--- src/rtl/fpis_pkg.sv ---
package fpis_pkg;

    localparam int OP_W  = 4;
    localparam int LAT_W = 6;

    typedef enum logic [OP_W-1:0] {
        OP_ADD   = 4'd0,
        OP_SUB   = 4'd1,
        OP_MUL   = 4'd2,
        OP_DIV   = 4'd3,
        OP_SQRT  = 4'd4,
        OP_CMP   = 4'd5,
        OP_F2I   = 4'd6,
        OP_I2F   = 4'd7,
        OP_ABS   = 4'd8,
        OP_MOV   = 4'd9,
        OP_NEG   = 4'd10,
        OP_LOAD  = 4'd11,
        OP_STORE = 4'd12
    } fp_op_e;

    localparam logic [OP_W-1:0] OP_LAST = 4'd12;

    // Fixed latency of each shared-resource opcode
    function automatic logic [LAT_W-1:0] shared_lat(input logic [OP_W-1:0] op);
        logic [LAT_W-1:0] lat;
        case (op)
            OP_ADD, OP_SUB, OP_F2I: lat = 6'd4;
            OP_CMP:                 lat = 6'd3;
            OP_DIV:                 lat = 6'd32;
            OP_SQRT:                lat = 6'd31;
            OP_I2F:                 lat = 6'd6;
            OP_LOAD:                lat = 6'd2;
            default:                lat = 6'd1;
        endcase
        return lat;
    endfunction

endpackage

--- src/rtl/fpis_decode.sv ---
module fpis_decode
    import fpis_pkg::*;
(
    input  logic [OP_W-1:0]  op_i,
    input  logic             dbl_i,
    output logic             is_mul_o,
    output logic             trap_o,
    output logic [LAT_W-1:0] lat_o
);
    always_comb begin
        // double precision or an undefined code both trap
        trap_o   = dbl_i || (op_i > OP_LAST);
        is_mul_o = !trap_o && (op_i == OP_MUL);
        lat_o    = shared_lat(op_i);
    end
endmodule

--- src/rtl/fpis_mul_unit.sv ---
module fpis_mul_unit #(
    parameter int TAG_W = 5,
    parameter int LAT   = 8,
    parameter int II    = 6
) (
    input  logic             clk,
    input  logic             rst_n,
    input  logic             issue_i,
    input  logic [TAG_W-1:0] issue_tag_i,
    output logic             can_issue_o,
    output logic             fin_o,
    output logic [TAG_W-1:0] fin_tag_o
);
    localparam int SLOTS = (LAT + II - 1) / II;
    localparam int CW    = $clog2(LAT + 1);
    localparam int GW    = $clog2(II + 1);
    localparam int SW    = (SLOTS > 1) ? $clog2(SLOTS) : 1;

    typedef struct packed {
        logic [SLOTS-1:0][CW-1:0]    cnt;
        logic [SLOTS-1:0][TAG_W-1:0] tag;
        logic [GW-1:0]               gap;
    } mul_st_t;

    mul_st_t s_d, s_q;

    logic [SLOTS-1:0] slot_fin;
    logic [SLOTS-1:0] slot_open;
    logic             found;
    logic [SW-1:0]    sel;

    generate
        for (genvar g = 0; g < SLOTS; g++) begin : g_slot
            assign slot_fin[g]  = (s_q.cnt[g] == CW'(1));
            assign slot_open[g] = (s_q.cnt[g] <= CW'(1));
        end
    endgenerate

    // slot choice and issue permission depend on state only
    always_comb begin
        found = 1'b0;
        sel   = '0;
        for (int i = 0; i < SLOTS; i++) begin
            if (!found && slot_open[i]) begin
                found = 1'b1;
                sel   = SW'(i);
            end
        end
        can_issue_o = found && (s_q.gap <= GW'(1));
    end

    always_comb begin
        s_d       = s_q;
        fin_o     = |slot_fin;
        fin_tag_o = '0;
        for (int i = 0; i < SLOTS; i++) begin
            if (slot_fin[i]) fin_tag_o = s_q.tag[i];
            if (s_q.cnt[i] != '0) s_d.cnt[i] = s_q.cnt[i] - CW'(1);
        end
        if (s_q.gap != '0) s_d.gap = s_q.gap - GW'(1);
        if (issue_i && can_issue_o) begin
            s_d.cnt[sel] = CW'(LAT);
            s_d.tag[sel] = issue_tag_i;
            s_d.gap      = GW'(II);
        end
    end

    always_ff @(posedge clk) begin
        if (!rst_n) s_q <= '0;
        else        s_q <= s_d;
    end
endmodule

--- src/rtl/fpis_shared_unit.sv ---
module fpis_shared_unit
    import fpis_pkg::*;
#(
    parameter int TAG_W = 5
) (
    input  logic             clk,
    input  logic             rst_n,
    input  logic             issue_i,
    input  logic [TAG_W-1:0] issue_tag_i,
    input  logic [LAT_W-1:0] issue_lat_i,
    input  logic             blocked_i,
    output logic             can_issue_o,
    output logic             fin_o,
    output logic [TAG_W-1:0] fin_tag_o
);
    typedef struct packed {
        logic [LAT_W-1:0] cnt;
        logic [TAG_W-1:0] tag;
        logic             hold;
    } sh_st_t;

    sh_st_t s_d, s_q;
    logic   ending;

    always_comb begin
        ending      = (s_q.cnt == LAT_W'(1));
        can_issue_o = (s_q.cnt == '0) || (ending && !blocked_i);
    end

    always_comb begin
        s_d       = s_q;
        fin_o     = s_q.hold || (ending && !blocked_i);
        fin_tag_o = s_q.tag;
        // a clash with the multiplier parks the result for one cycle
        s_d.hold  = ending && blocked_i;
        if (s_q.cnt != '0) s_d.cnt = s_q.cnt - LAT_W'(1);
        if (issue_i && can_issue_o) begin
            s_d.cnt = issue_lat_i;
            s_d.tag = issue_tag_i;
        end
    end

    always_ff @(posedge clk) begin
        if (!rst_n) s_q <= '0;
        else        s_q <= s_d;
    end
endmodule

--- src/rtl/fpis_sched.sv ---
module fpis_sched
    import fpis_pkg::*;
#(
    parameter int TAG_W   = 5,
    parameter int MUL_LAT = 8,
    parameter int MUL_II  = 6
) (
    input  logic             clk,
    input  logic             rst_n,
    input  logic             req_valid,
    input  logic [3:0]       req_op,
    input  logic             req_dbl,
    input  logic [TAG_W-1:0] req_tag,
    output logic             req_ready,
    output logic             trap_pulse,
    output logic [TAG_W-1:0] trap_tag,
    output logic             done_valid,
    output logic [TAG_W-1:0] done_tag
);
    typedef struct packed {
        logic             done_v;
        logic [TAG_W-1:0] done_tag;
        logic             trap_v;
        logic [TAG_W-1:0] trap_tag;
    } out_st_t;

    out_st_t o_d, o_q;

    logic             is_mul, is_trap;
    logic [LAT_W-1:0] op_lat;
    logic             mul_can, mul_fin, mul_issue;
    logic [TAG_W-1:0] mul_tag;
    logic             sh_can, sh_fin, sh_issue;
    logic [TAG_W-1:0] sh_tag;

    fpis_decode u_dec (
        .op_i     (req_op),
        .dbl_i    (req_dbl),
        .is_mul_o (is_mul),
        .trap_o   (is_trap),
        .lat_o    (op_lat)
    );

    fpis_mul_unit #(.TAG_W(TAG_W), .LAT(MUL_LAT), .II(MUL_II)) u_mul (
        .clk         (clk),
        .rst_n       (rst_n),
        .issue_i     (mul_issue),
        .issue_tag_i (req_tag),
        .can_issue_o (mul_can),
        .fin_o       (mul_fin),
        .fin_tag_o   (mul_tag)
    );

    fpis_shared_unit #(.TAG_W(TAG_W)) u_sh (
        .clk         (clk),
        .rst_n       (rst_n),
        .issue_i     (sh_issue),
        .issue_tag_i (req_tag),
        .issue_lat_i (op_lat),
        .blocked_i   (mul_fin),
        .can_issue_o (sh_can),
        .fin_o       (sh_fin),
        .fin_tag_o   (sh_tag)
    );

    always_comb begin
        req_ready = is_trap ? 1'b1 : (is_mul ? mul_can : sh_can);
        mul_issue = req_valid && is_mul && mul_can;
        sh_issue  = req_valid && !is_trap && !is_mul && sh_can;
    end

    always_comb begin
        o_d.done_v   = mul_fin || sh_fin;
        o_d.done_tag = mul_fin ? mul_tag : (sh_fin ? sh_tag : '0);
        o_d.trap_v   = req_valid && is_trap;
        o_d.trap_tag = (req_valid && is_trap) ? req_tag : '0;
    end

    always_ff @(posedge clk) begin
        if (!rst_n) o_q <= '0;
        else        o_q <= o_d;
    end

    assign done_valid = o_q.done_v;
    assign done_tag   = o_q.done_tag;
    assign trap_pulse = o_q.trap_v;
    assign trap_tag   = o_q.trap_tag;
endmodule

--- config.mk ---
export PLATFORM = sky130hd
export DESIGN_NAME = fpis_sched
export DESIGN_NICKNAME = d
export VERILOG_FILES = /design/src/rtl/fpis_pkg.sv /design/src/rtl/fpis_decode.sv /design/src/rtl/fpis_mul_unit.sv /design/src/rtl/fpis_shared_unit.sv /design/src/rtl/fpis_sched.sv
export SDC_FILE = /design/constraint.sdc
export NUM_CORES = 1
export LEC_CHECK = 0
export ABC_AREA = 1
export BUFFER_PORTS_ARGS = -buffer_cell sky130_fd_sc_hd__buf_4
export CELL_PAD_IN_SITES_DETAIL_PLACEMENT = 1
export CELL_PAD_IN_SITES_GLOBAL_PLACEMENT = 2
export CORE_AREA = 4 4 93 95
export CTS_CLUSTER_SIZE = 40
export DETAILED_ROUTE_END_ITERATION = 10
export DIE_AREA = 0 0 97 99
export GPL_TIMING_DRIVEN = 0
export PLACE_DENSITY = 0.71
export SETUP_SLACK_MARGIN = 0.05
export SLEW_MARGIN = 10
export SYNTH_ARGS = -nofsm -noshare
export SYNTH_HDL_FRONTEND = slang
export SYNTH_SLANG_ARGS = --single-unit
export TNS_END_PERCENT = 10
--- constraint.sdc ---
create_clock -name clk -period 1.5 [get_ports clk]
set_input_delay 0.15 -clock clk [delete_from_list [all_inputs] [get_ports clk]]
set_output_delay 0.15 -clock clk [all_outputs]
set_load 0.05 [all_outputs]
==> summary.md, run 1 <==
| Metric | Value |
|---|---|
| Largest cells by area after synthesis | `dfxtp_1, nor2_1, nand2_1, inv_1, ha_1` |
| Worst hold path type | `in -> reg` |
| Row cnt | `32` |
| Metal2 WL | `2662 um` |
| Setup WS post-layout | `-0.1927 ns` |
| Buf+Inv Stages, Crit Path | `2` |
| Tmin final | `1.693 ns` |
| Post-synth EDFFs | `0` |
| Die area | `9603 um2` |
| # H-tree levels | `2` |
| Synth area leader | `dfxtp_1` |
| Register area share after synthesis | `40.34%` |
| Register bit count reported by yosys | `45` |
| Rel. slew slack | `54.39%` |
| Req. time, crit path | `1.35 ns` |
| Critical Path Slowest Stage Cell | `dfxtp_2` |
| Syn_nets | `332` |
| Synth top cells by count | `nor2_1, nand2_1, inv_1, dfxtp_1, a21oi_1` |
| GRT overflow | `0` |
| Clk buf depth | `2` |
| Setup Skew | `0.007799 ns` |
| Met3 WL | `123 um` |
| Post-synth top flop | `dfxtp_1` |
| Pins Over Slew Limit | `0` |
| First-pass GRT wire length | `9873 um` |
| Buffers on Ports | `25` |
| Fmax | `590.8 MHz` |
| Layout cell share with drive strength beyond 1 | `28.85%` |
| DRT iter0 DRCs | `74` |
| Sum of negative setup slack | `-0.6176 ns` |
| Vias | `1974` |
| Slowest cell delay on critical path | `0.36 ns` |
| Post-DRT Antenna Nets | `0` |
| Worst-skew pair later-pin latency | `0.30 ns` |
| Initial antenna violation count | `0` |
| Routability congestion estimate | `0.6962` |
| Async SR Flop Fraction | `0%` |
| Final hold vios | `0` |
| Critical path peak fanout | `3` |
| Overall routing resource usage | `12.54%` |
| Finished Cell Area | `3013 um2` |
| Area delta synth->final | `34.90%` |
| Worst Max-Slew Pin Slew | `0.6842 ns` |
| Initial DRT Pass Iterations | `4` |
| Num CTS Buffers | `5` |
| Initial Util | `28.90%` |
| Count leader, synth | `nor2_1` |
| Core area | `7727 um2` |
| Wire per inst | `12.56 um` |
| Critical-path cell list | `inv_4 > ha_4 > o21ai_4 > nand2_2 > a21oi_2 > o21ai_4 > buf_6` |
| Area post-placement | `2600 um2` |
| Failing checks | `negative setup slack` |
| PD cells | `1824 nW/um2` |
| DRC | `0` |
| Crit Path Class | `reg -> out` |
| Top cell type's share of synthesized area | `40.34%` |
| CP delay by family, top | `compound AO/OA/AOI/OAI gates` |
| # setup viols final | `9` |
| CTS tree | `done` |
| CP arrival | `1.54 ns` |
| Io pins | `26` |
| Max Cap Viol | `0` |
| Clk slew on worst S/H paths | `0.09 ns` |
| Hold-fix buffers, CTS | `0` |
| Mean Syn Cell Area | `7.204 um2` |
| Wirelength, routed | `5764 um` |
| Vias in the first global route | `2034` |
| Max layer used | `met4` |
| Synth Cell Area | `2233 um2` |
| Leakage power | `1.420 nW` |
| Chip width | `97 um` |
| Clock Tree Root | `clkbuf_8` |
| Cell with the most instances on the worst path | `o21ai_4` |
| Final #Nets | `378` |
| Tcrit/Tclk final | `112.8%` |
| Via/cell ratio | `4.301` |
| Metal-1 WL | `2919 um` |
| Synth Warn # | `0` |
| DP Wirelength | `4265 um` |
| Pin count of the biggest net entering global routing | `16` |
| CP endpoint kind | `output port` |
| Startpoint class of the critical path | `flop` |
| Cell count after synthesis | `310` |
| Peak supply drop | `0.0007831 V` |
| Die Y | `99 um` |
| RSZ-0062 raised after global routing | `true` |
| Clk sinks | `45` |
| Yosys cell types | `28` |
| Status | `finished with violations` |
| Ant. Diodes | `0` |
==> cells in the final DEF (no fill, tap or decap), types with 5 or more instances in the layout <==
master,count
nand3_1,12
inv_1,39
nand2_1,50
nor2_4,5
buf_4,38
a21oi_2,5
o21ai_0,12
inv_2,8
xor2_1,6
nor2_1,55
clkbuf_8,6
dfxtp_1,39
ha_1,5
nor3_1,6
a21oi_1,16
==> cells by family (layout without fill, tap and decap cells) <==
kind of cell / after synthesis / in the layout / share of synthesized area [%]
adders and majority gates: 9 / 9 / 5.042
xor gates and xnor gates: 8 / 8 / 3.137
buffers and inverters: 56 / 103 / 10.76
AOI/OAI and AO/OA: 43 / 43 / 10.53
DFF: 45 / 45 / 40.34
and+or+nand+nor: 149 / 149 / 30.20
==> layer usage <==
metal  vias to the layer above  global-route usage, %
li1                       1056                      -
met1                       900                  17.01
met2                        14                  20.17
met3                         4                  2.619
met4                         0                  3.564
met5                         -                      0
==> through the flow <==
stage                     utilization (%)  power, mW  setup WS [ns]  hold WS [ns]  cells
after detailed placement            33.65      3.736        -0.2162        0.4159    437
after global routing                38.99      5.943        -0.2799       0.08490    459
final                               38.99      5.494        -0.1927       0.09643    459
after CTS                           37.99      5.429        -0.2070       0.08774    459
after floorplan                         -      3.248        0.01082        0.2622    310
after global placement              33.65      3.693        -0.1879        0.4151    437
==> worst register-to-register path: stages, from the launching register on <==
cell and delay (ns):
dfxtp_4 0.38, inv_2 0.06, ha_4 0.15, o21ai_2 0.16, buf_4 0.13, inv_1 0.06
nand2_1 0.10, nand4_4 0.12, buf_8 0.17, nor2_1 0.09, nor2_1 0.05
==> area by class of cell <==
cell class / instances / area (um2)
Fill cell: 942 / 4715
Multi-Input combinational cell: 209 / 1279
Sequential cell: 45 / 915.9
Timing Repair Buffer: 39 / 296.5
Inverter: 51 / 205.2
Tap cell: 102 / 127.6
Clock buffer: 5 / 68.82
Clock inverter: 3 / 68.82
Buffer: 5 / 51.30
==> final timing paths <==
check / slack, ns / end / start / cells past startpoint
hold / removal: 0.1 / trap_tag[4] / req_tag[4] / 3
setup / recovery: -0.19 / req_ready / u_mul.s_q[14] / 7
setup reg to reg: -0.08 / flop / u_mul.s_q[17] / 10
hold reg to reg: 0.49 / u_mul.s_q[0] / u_mul.s_q[0] / 1
==> where the power goes <==
| part | switching, mW | internal, mW |
|---|---|---|
| combinational | 1.60 | 1.12 |
| sequential | 0.210 | 1.45 |
| clock | 0.439 | 0.671 |
==> timing repair <==
action	in CTS	in global routing
setup buffers	14	0
pin swaps	10	3
setup endpoints to repair	33	36
gates resized for setup	27	19
Power figures use the tool's default switching activity.
==> run 2, diff against run 1 <==
--- a/config.mk
+++ b/config.mk
@@ -9,12 +9,12 @@
 export BUFFER_PORTS_ARGS = -buffer_cell sky130_fd_sc_hd__buf_4
 export CELL_PAD_IN_SITES_DETAIL_PLACEMENT = 1
 export CELL_PAD_IN_SITES_GLOBAL_PLACEMENT = 2
-export CORE_AREA = 4 4 93 95
+export CORE_AREA = 4 4 85 87
 export CTS_CLUSTER_SIZE = 40
 export DETAILED_ROUTE_END_ITERATION = 10
-export DIE_AREA = 0 0 97 99
+export DIE_AREA = 0 0 89 91
 export GPL_TIMING_DRIVEN = 0
-export PLACE_DENSITY = 0.71
+export PLACE_DENSITY = 0.8
 export SETUP_SLACK_MARGIN = 0.05
 export SLEW_MARGIN = 10
 export SYNTH_ARGS = -nofsm -noshare
==> constraint.sdc (replaced) <==
create_clock -name clk -period 1.95 [get_ports clk]
set_input_delay 0.195 -clock clk [delete_from_list [all_inputs] [get_ports clk]]
set_output_delay 0.195 -clock clk [all_outputs]
set_load 0.05 [all_outputs]
==> run 2 against run 1 <==
  * The flow now finishes without violations
  * Final cell count decreased by 7.6%
  * Register-to-register slack improved by 0.39 ns
  * Clock skew decreased by 0.0014 ns
  * Die area decreased by 16%
  * Worst setup slack improved by 0.33 ns
  * Utilization increased by 4.0 points
  * Sequential power decreased by 25%
  * Sequential share of layout area increased by 3.0 points
  * Non-clock buffer count decreased by 10
  * Critical path type unchanged
==> summary.md, run 2 (synthesized netlist as in run 1, its figures left out) <==
| Metric | Value |
|---|---|
| DP Wirelength | `4140 um` |
| Setup WS post-layout | `0.1417 ns` |
| Chip width | `89 um` |
| Startpoint class of the critical path | `flop` |
| CP startpoint | `u_mul.s_q[13]` |
| Clk buf depth | `2` |
| Critical path peak fanout | `4` |
| Max Cap Viol | `0` |
| Clk sinks | `45` |
| Io pins | `26` |
| Layout cell share with drive strength beyond 1 | `21.61%` |
| Sum of negative setup slack | `0 ns` |
| Vias in the first global route | `1937` |
| Initial Util | `35.17%` |
| Rel. slew slack | `60.37%` |
| Fmax | `553.0 MHz` |
| Buffers on Ports | `25` |
| Post-DRT Antenna Nets | `0` |
| Worst-skew pair later-pin latency | `0.30 ns` |
| # setup viols final | `0` |
| Final core utilization | `42.98%` |
| Clk slew on worst S/H paths | `0.09 ns` |
| R2R Setup Slk | `0.31 ns` |
| Commonest non-fill, non-tap cell in the layout | `nor2_1` |
| Pin count of the biggest net entering global routing | `16` |
| Core area | `6350 um2` |
| Setup Skew | `0.006408 ns` |
| Worst Hold Launch | `req_tag[4]` |
| CP arrival | `1.61 ns` |
| Req. time, crit path | `1.75 ns` |
| PD cells | `1323 nW/um2` |
| Power, Total | `3.611 mW` |
| Worst slack, placed | `0.1256 ns` |
| Most frequent cells in the layout | `nor2_1, nand2_1, inv_1` |
| Peak supply drop | `0.0005353 V` |
| DRT iter0 DRCs | `30` |
| GRT overflow | `0` |
| Worst hold path cell count | `3` |
| Final hold vios | `0` |
| Fin cells | `424` |
| Die Y | `91 um` |
| Initial antenna violation count | `0` |
| CTS tree | `done` |
| Tmin final | `1.808 ns` |
| Dpl cells | `412` |
| DRC | `0` |
| Num CTS Buffers | `5` |
| RSZ-0062 raised after global routing | `false` |
| Initial DRT Pass Iterations | `4` |
| Routability congestion estimate | `0.7117` |
| Area delta synth->final | `22.18%` |
| Worst Max-Slew Pin Slew | `0.5945 ns` |
| Die area | `8099 um2` |
| Clock Tree Root | `clkbuf_8` |
| Crit Path Class | `reg -> out` |
| Worst r2r path cells | `9` |
| Pins Over Slew Limit | `0` |
| First-pass GRT wire length | `9384 um` |
| Via/cell ratio | `4.613` |
| Vias | `1956` |
| Status | `complete, no violations` |
| Overall routing resource usage | `14.63%` |
| Wire per inst | `13.08 um` |
| CP endpoint kind | `output port` |
| Crit Reg-Reg Startpoint | `u_mul.s_q[19]` |
| Leakage power | `1.356 nW` |
| Worst Setup EP | `req_ready` |
| Row cnt | `29` |
| Ant. Diodes | `0` |
| Tcrit/Tclk final | `92.73%` |
| Wirelength, routed | `5548 um` |
| Critical R2R Capture | `u_sh.s_q[11]` |
| # H-tree levels | `2` |
| Final #Nets | `368` |
| Worst hold path type | `in -> reg` |
[run 2: layer usage]
layer | track usage (%) | share of wire, %
met1 | 20.49 | 48
met2 | 23.02 | 48
met3 | 3.077 | 2.8
met4 | 3.350 | 0.96
met5 | 0 | 0
[run 2: per-stage QoR]
step | hold WS [ns] | cell area (um2)
final | 0.1362 | 2729
after floorplan | 0.3072 | 2237
after CTS | 0.1307 | 2660
after detailed placement | 0.4612 | 2521
after global placement | 0.4542 | 2521
after global routing | 0.1362 | 2729
[run 2: cell type report]
class	count	area, um2
buffer	5	43.79
clock buffer	5	68.82
clock inverter	3	22.52
fill	816	3621
inverter	51	196.4
multi-input combinational	209	1169
sequential	45	910.9
tap	77	96.34
timing repair buffer	29	221.5
[run 2: where the power goes]
group / leakage, nW / total, mW / internal, mW / switching [mW]
sequential: 0.369 / 1.24 / 1.11 / 0.138
clock: 0.0481 / 0.591 / 0.255 / 0.336
combinational: 0.939 / 1.78 / 0.676 / 1.10
[run 2: worst min-delay path by stage]
stage,endpoint
CTS,trap_tag[4]
finish,trap_tag[4]
global placement,trap_tag[4]
global route,trap_tag[0]
detailed placement,trap_tag[4]
floorplan,trap_tag[0]
[run 2: timing repair]
item | CTS | global route
setup endpoints to repair | 1 | 1
gates resized for setup | 9 | 16
hold buffers | 0 | 0
buffers inserted | 4 | 0
pin swaps | 2 | 1
[run 2: critical path: stages (launching register included)]
cell and delay [ns]:
dfxtp_4 0.38, inv_1 0.07, ha_1 0.23, o21ai_2 0.15, nand2_2 0.10, a21oi_2 0.15, o21ai_2 0.07, buf_6 0.15
